`src/rtl/vic_pkg.sv`:
```
package vic_pkg;
    // trigger encoding shared by requests and end-of-interrupt reports
    typedef enum logic {
        TRIG_EDGE  = 1'b0,
        TRIG_LEVEL = 1'b1
    } trig_e;

    // lowest bit of the priority class inside a vector
    localparam int CLASS_LSB = 4;
endpackage

```
`src/rtl/vic_find_msb.sv`:
```
module vic_find_msb #(
    parameter int N      = 256,
    parameter int WORD_W = 32
) (
    input  logic [N-1:0]         bits_i,
    output logic                 found_o,
    output logic [$clog2(N)-1:0] idx_o
);
    localparam int NW = N / WORD_W;
    localparam int WB = $clog2(WORD_W);
    localparam int IW = $clog2(N);

    function automatic logic [WB-1:0] word_msb(input logic [WORD_W-1:0] w);
        logic [WB-1:0] r;
        r = '0;
        for (int i = 0; i < WORD_W; i++) begin
            if (w[i]) r = WB'(i);
        end
        return r;
    endfunction

    logic [NW-1:0]    w_any;
    logic [NW*WB-1:0] w_idx;

    for (genvar g = 0; g < NW; g++) begin : g_word
        assign w_any[g]           = |bits_i[g*WORD_W +: WORD_W];
        assign w_idx[g*WB +: WB]  = word_msb(bits_i[g*WORD_W +: WORD_W]);
    end

    always_comb begin
        found_o = |w_any;
        idx_o   = '0;
        for (int w = 0; w < NW; w++) begin
            if (w_any[w]) idx_o = (IW'(w) << WB) | IW'(w_idx[w*WB +: WB]);
        end
    end
endmodule

```
`src/rtl/vic_prio_calc.sv`:
```
module vic_prio_calc #(
    parameter int VEC_W = 8
) (
    input  logic [VEC_W-1:0] tpr_i,
    input  logic             isr_found_i,
    input  logic [VEC_W-1:0] isr_vec_i,
    output logic [VEC_W-1:0] ppr_o
);
    import vic_pkg::*;

    logic [VEC_W-1:0] isrv;

    always_comb begin
        isrv = isr_found_i ? isr_vec_i : '0;
        if (tpr_i[VEC_W-1:CLASS_LSB] >= isrv[VEC_W-1:CLASS_LSB])
            ppr_o = tpr_i;
        else
            ppr_o = {isrv[VEC_W-1:CLASS_LSB], {CLASS_LSB{1'b0}}};
    end
endmodule

```
`src/rtl/vic_ctrl.sv`:
```
module vic_ctrl #(
    parameter int VEC_W  = 8,
    parameter int WORD_W = 32
) (
    input  logic             clk,
    input  logic             rst_n,
    input  logic             hw_en_i,
    input  logic             sw_en_i,
    input  logic             req_valid_i,
    input  logic [VEC_W-1:0] req_vector_i,
    input  logic             req_level_i,
    output logic             req_accepted_o,
    input  logic             tpr_we_i,
    input  logic [VEC_W-1:0] tpr_wdata_i,
    output logic [VEC_W-1:0] ppr_o,
    output logic             irq_valid_o,
    output logic [VEC_W-1:0] irq_vector_o,
    input  logic             ack_i,
    input  logic             eoi_i,
    output logic             eoi_done_o,
    output logic [VEC_W-1:0] eoi_vector_o,
    output logic             eoi_level_o
);
    import vic_pkg::*;

    localparam int NV = 1 << VEC_W;

    typedef struct packed {
        logic [NV-1:0]    irr;
        logic [NV-1:0]    isr;
        logic [NV-1:0]    tmr;
        logic [VEC_W-1:0] tpr;
        logic [VEC_W-1:0] ppr;
        logic             ov;
        logic [VEC_W-1:0] ovec;
        logic             acc;
        logic             edone;
        logic [VEC_W-1:0] evec;
        logic             elvl;
    } state_t;

    state_t st_q, st_d;

    logic             irr_found, isr_found;
    logic [VEC_W-1:0] irr_top, isr_top, ppr_calc;
    logic             ack_ok, req_ok, was_pending;

    vic_find_msb #(.N(NV), .WORD_W(WORD_W)) u_irr_msb (
        .bits_i(st_q.irr), .found_o(irr_found), .idx_o(irr_top)
    );

    vic_find_msb #(.N(NV), .WORD_W(WORD_W)) u_isr_msb (
        .bits_i(st_q.isr), .found_o(isr_found), .idx_o(isr_top)
    );

    vic_prio_calc #(.VEC_W(VEC_W)) u_prio (
        .tpr_i(st_q.tpr), .isr_found_i(isr_found), .isr_vec_i(isr_top), .ppr_o(ppr_calc)
    );

    always_comb begin
        st_d       = st_q;
        st_d.acc   = 1'b0;
        st_d.edone = 1'b0;
        st_d.evec  = '0;
        st_d.elvl  = 1'b0;

        ack_ok      = ack_i && st_q.ov && st_q.irr[st_q.ovec];
        req_ok      = req_valid_i && hw_en_i && sw_en_i;
        was_pending = st_q.irr[req_vector_i];

        // retire first, so a same-cycle acknowledge can re-enter service
        if (eoi_i && isr_found) begin
            st_d.isr[isr_top] = 1'b0;
            st_d.elvl         = st_q.tmr[isr_top];
            st_d.tmr[isr_top] = 1'b0;
            st_d.edone        = 1'b1;
            st_d.evec         = isr_top;
        end

        if (ack_ok) begin
            st_d.irr[st_q.ovec] = 1'b0;
            st_d.isr[st_q.ovec] = 1'b1;
        end

        // request last: its set wins over same-cycle clears
        if (req_ok && !(was_pending && req_level_i == TRIG_LEVEL)) begin
            st_d.irr[req_vector_i] = 1'b1;
            st_d.tmr[req_vector_i] = req_level_i;
            st_d.acc               = !was_pending;
        end

        if (tpr_we_i) st_d.tpr = tpr_wdata_i;

        st_d.ppr  = ppr_calc;
        st_d.ov   = irr_found &&
                    ({irr_top[VEC_W-1:CLASS_LSB], {CLASS_LSB{1'b0}}} > st_q.ppr);
        st_d.ovec = st_d.ov ? irr_top : '0;
    end

    always_ff @(posedge clk or negedge rst_n) begin
        if (!rst_n) st_q <= '0;
        else        st_q <= st_d;
    end

    assign req_accepted_o = st_q.acc;
    assign ppr_o          = st_q.ppr;
    assign irq_valid_o    = st_q.ov;
    assign irq_vector_o   = st_q.ovec;
    assign eoi_done_o     = st_q.edone;
    assign eoi_vector_o   = st_q.evec;
    assign eoi_level_o    = st_q.elvl;


    offer_above_ppr_chk: assert property (@(posedge clk) disable iff (!rst_n)
        irq_valid_o |-> ({irq_vector_o[VEC_W-1:CLASS_LSB], {CLASS_LSB{1'b0}}} > $past(ppr_o)));


    ppr_form_chk: assert property (@(posedge clk) disable iff (!rst_n)
        (ppr_o == $past(st_q.tpr)) || (ppr_o[CLASS_LSB-1:0] == '0));


    ack_moves_chk: assert property (@(posedge clk) disable iff (!rst_n)
        (ack_i && irq_valid_o && st_q.irr[irq_vector_o] && !req_valid_i)
        |=> (st_q.isr[$past(irq_vector_o)] && !st_q.irr[$past(irq_vector_o)]));


    eoi_empty_chk: assert property (@(posedge clk) disable iff (!rst_n)
        (eoi_i && st_q.isr == '0) |=> !eoi_done_o);


    level_dup_chk: assert property (@(posedge clk) disable iff (!rst_n)
        (req_valid_i && req_level_i && st_q.irr[req_vector_i]) |=> !req_accepted_o);


    gate_chk: assert property (@(posedge clk) disable iff (!rst_n)
        (req_valid_i && !(hw_en_i && sw_en_i)) |=> !req_accepted_o);
endmodule

```
`config.mk`:
```
export PLATFORM = sky130hd
export DESIGN_NAME = vic_ctrl
export DESIGN_NICKNAME = d
export VERILOG_FILES = /design/src/rtl/vic_pkg.sv /design/src/rtl/vic_find_msb.sv /design/src/rtl/vic_prio_calc.sv /design/src/rtl/vic_ctrl.sv
export SDC_FILE = /design/constraint.sdc
export NUM_CORES = 2
export LEC_CHECK = 0
export ABC_AREA = 1
export BUFFER_PORTS_ARGS = -buffer_cell sky130_fd_sc_hd__buf_2
export CELL_PAD_IN_SITES_DETAIL_PLACEMENT = 0
export CELL_PAD_IN_SITES_GLOBAL_PLACEMENT = 1
export CORE_AREA = 2 2 343 345
export DETAILED_ROUTE_END_ITERATION = 12
export DIE_AREA = 0 0 345 347
export PLACE_DENSITY_LB_ADDON = 0.25
export SYNTH_ARGS = -nofsm -noshare
export SYNTH_HDL_FRONTEND = slang
export SYNTH_HIERARCHICAL = 1
export SYNTH_SLANG_ARGS = --single-unit
```
`constraint.sdc`:
```
create_clock -name clk -period 4.35 [get_ports clk]
set_input_delay 0.87 -clock clk [delete_from_list [all_inputs] [get_ports clk]]
set_output_delay 0.87 -clock clk [all_outputs]
set_load 0.05 [all_outputs]
```
==> run summary <==
post-layout minimum cycle time: 5.01 ns
final WL: 296000 um
worst slack at placement: -1.62 ns
period utilization: 1.15
Port Buffers: 52
DRT antenna net count: 0
gr usage total: 0.475
gate count of the mapped netlist: 8319
DIE WIDTH: 345 um
Achievable Freq: 200 MHz
Static Leak: 36.7 nW
share of cells above drive strength 1: 0.211
Hold Crit Class: in -> async
num rows: 125
Slew Viols, Final: 0
dpl cells: 10300
Syn Area/Cell: 6.51 um2
Remaining Overflow, GRT: 0
largest area contributor in the netlist: dfrtp_1
largest net degree at the start of global routing: 257
fin cells: 10600
critical path's largest stage delay: 0.40 ns
# nets final: 8998
die span in y: 347 um
setup ws final: -0.662 ns
crit start category: flop
status: complete, but fails checks
core box area: 116000 um2
Residual DRC: 0
DR WL/cell: 28.0 um
Die Area: 120000 um2
Clock Pin Slew Worst Setup and Hold Paths: 0.06 ns
TritonRoute pass-1 iters: 7
root buffer cell: clkbuf_16
Iteration-0 DRC Markers: 10000
share of the synthesized area in the top cell type: 0.372
pwr/cell area: 590 nW/um2
Placed Area: 61900 um2
hpwl dp: 202000 um
Post-Synthesis Net Count: 8352
critical path capture point type: flop
most common cell after layout, fill and taps aside: nand2_1
RePlAce Congestion: 1.03
Num CTS Buffers: 98
Hold Slack: 0.214 ns
sequential share of the synthesized area: 0.372
most area-consuming cells after synthesis: dfrtp_1 (37%), nand2_1 (24%), nor2_1 (7.8%)
H-tree depth: 3
most frequent cells in the layout: nand2_1 (3341), nor2_1 (1061), dfrtp_1 (801)
final hold vios: 0
io pins: 53
first-pass GRT wire length: 410000 um
RSZ-0062 raised after global routing: yes
antenna violations before repair: 18
hold-fix buffers at CTS: 0
Layout area overhead: 27.5%
flops & latches, synth: 804
Worst Max-Slew Pin Slew: 1.29 ns
CTS Buffer Depth: 3
Cell Area, Synth: 54100 um2
Critical Path RT: 4.98 ns
worst skew pair latency: 0.74 ns
fin area: 69000 um2
Initial Util: 0.468
vias in the first global route: 56700
Via density: 5.89
final setup vio count: 506
post-synth cell types: 36
Num Clock Sinks: 804
synth warn: 6
vias: 62300
number of fill cells: 11100
MaxCap Viol Count: 0
slowest CP cell: dfrtp_1
relative slew slack: 0.141
violated checks: setup timing
Max FO, Critical Path: 31
Peak VDD IR: 1300 uV
Crit Path Class: reg -> reg
Fin Clk Skew: 0.0339 ns
Data arrival, critical path: 5.64 ns
CTS tree: done
==> cell families (layout without fill, tap and decap cells) <==
| group | Yosys count | after routing | synth area share |
|---|---|---|---|
| flops | 804 | 804 | 0.372 |
| mux | 263 | 263 | 0.0547 |
| fa+ha+maj | 8 | 8 | 0.00185 |
| simple gates | 5197 | 5197 | 0.378 |
| other cells | 0 | 7 | 0 |
| compound gates | 901 | 901 | 0.103 |
| buf+inv | 1146 | 1870 | 0.0909 |
==> sequential cells by signal, indices dropped and copies added (netlist names) <==
name            count
irq_valid_o         1
eoi_done_o          1
eoi_level_o         1
eoi_vector_o        8
st_q              776
req_accepted_o      1
irq_vector_o        8
ppr_o               8
==> critical path, delay by kind of cell (launching register included) <==
kind	cells	cell delay (ns)
buffers and inverters	10	1.71
flip-flops	1	0.40
AO/OA/AOI/OAI	6	0.98
AND/OR/NAND/NOR	15	1.76
==> layout make-up <==
type,instances,area [um2],area share
antenna,7,17.5,0.000254
clock buffer,136,2800,0.0405
clock inverter,42,537,0.00778
inverter,681,2620,0.0380
multi-input combinational,6369,31300,0.454
sequential,804,20100,0.292
tap,1524,1910,0.0276
timing repair buffer,1011,9670,0.140
==> per-layer routing <==
metal  vias up  wire [um]  part of all wire  global-route usage
met1     29300     118000              0.40               0.652
li1      27600          -                 -                   -
met5         -        148           0.00050                   0
met4        22      21000             0.071               0.263
met3       961      45300              0.15               0.192
met2      4472     111000              0.38               0.625
==> cell usage after synthesis <==
| master | number |
|---|---|
| nand3_1 | 605 |
| a21oi_4 | 1 |
| o21bai_1 | 11 |
| nand4_1 | 29 |
| a21boi_0 | 255 |
| a211oi_1 | 2 |
| o211ai_1 | 2 |
| nor2_2 | 4 |
| buf_2 | 79 |
| ha_1 | 8 |
| inv_2 | 13 |
| inv_1 | 667 |
| o41ai_1 | 2 |
| or4_1 | 2 |
| mux2_2 | 263 |
| dfrtp_1 | 804 |
| buf_1 | 33 |
| and3_1 | 2 |
| a22oi_1 | 128 |
| clkbuf_1 | 238 |
| a21oi_2 | 2 |
| buf_4 | 92 |
| nand3_4 | 1 |
| buf_6 | 23 |
| nor4_1 | 15 |
| nor3_1 | 12 |
| nor2_1 | 1125 |
| nand2_2 | 5 |
| a31oi_1 | 28 |
| o21ai_1 | 26 |
| nand2_1 | 3396 |
| o21ai_0 | 368 |
| o31ai_1 | 6 |
| a21oi_1 | 70 |
| nor2_8 | 1 |
| clkinv_1 | 1 |
==> stage by stage <==
stage | util | setup TNS [ns] | total power, W
floorplan | - | 0 | 0.0154
global placement | 0.535 | -422.06 | 0.0270
detailed placement | 0.535 | -464.03 | 0.0271
CTS | 0.580 | -145.42 | 0.0380
finish | 0.596 | -241.61 | 0.0407
global route | 0.596 | -329.77 | 0.0413
==> power by group <==
| part | leakage, nW | internal [W] | switching (W) |
|---|---|---|---|
| sequential | 11.1 | 0.00788 | 0.000409 |
| combinational | 23.9 | 0.00785 | 0.0157 |
| clock | 1.64 | 0.00513 | 0.00371 |
==> worst paths after layout <==
kind	to	slack (ns)	cells past startpoint	from
setup reg to reg	eoi_level_o	-0.66	31	st_q[296]
min in group clk	st_q[35]	0.39	2	tpr_wdata_i[7]
hold reg to reg	ppr_o[1]	0.46	2	st_q[29]
hold / removal	st_q[401]	0.21	1	rst_n
setup / recovery	eoi_level_o	-0.66	31	st_q[296]
max in group asynchronous	st_q[507]	3.02	2	rst_n
==> timing repair <==
action / CTS / global route
pin swaps: 43 / 99
setup endpoints to repair: 513 / 514
gates resized for setup: 423 / 493
cloned: 10 / 7
setup buffers: 65 / 52
Power figures use the tool's default switching activity.
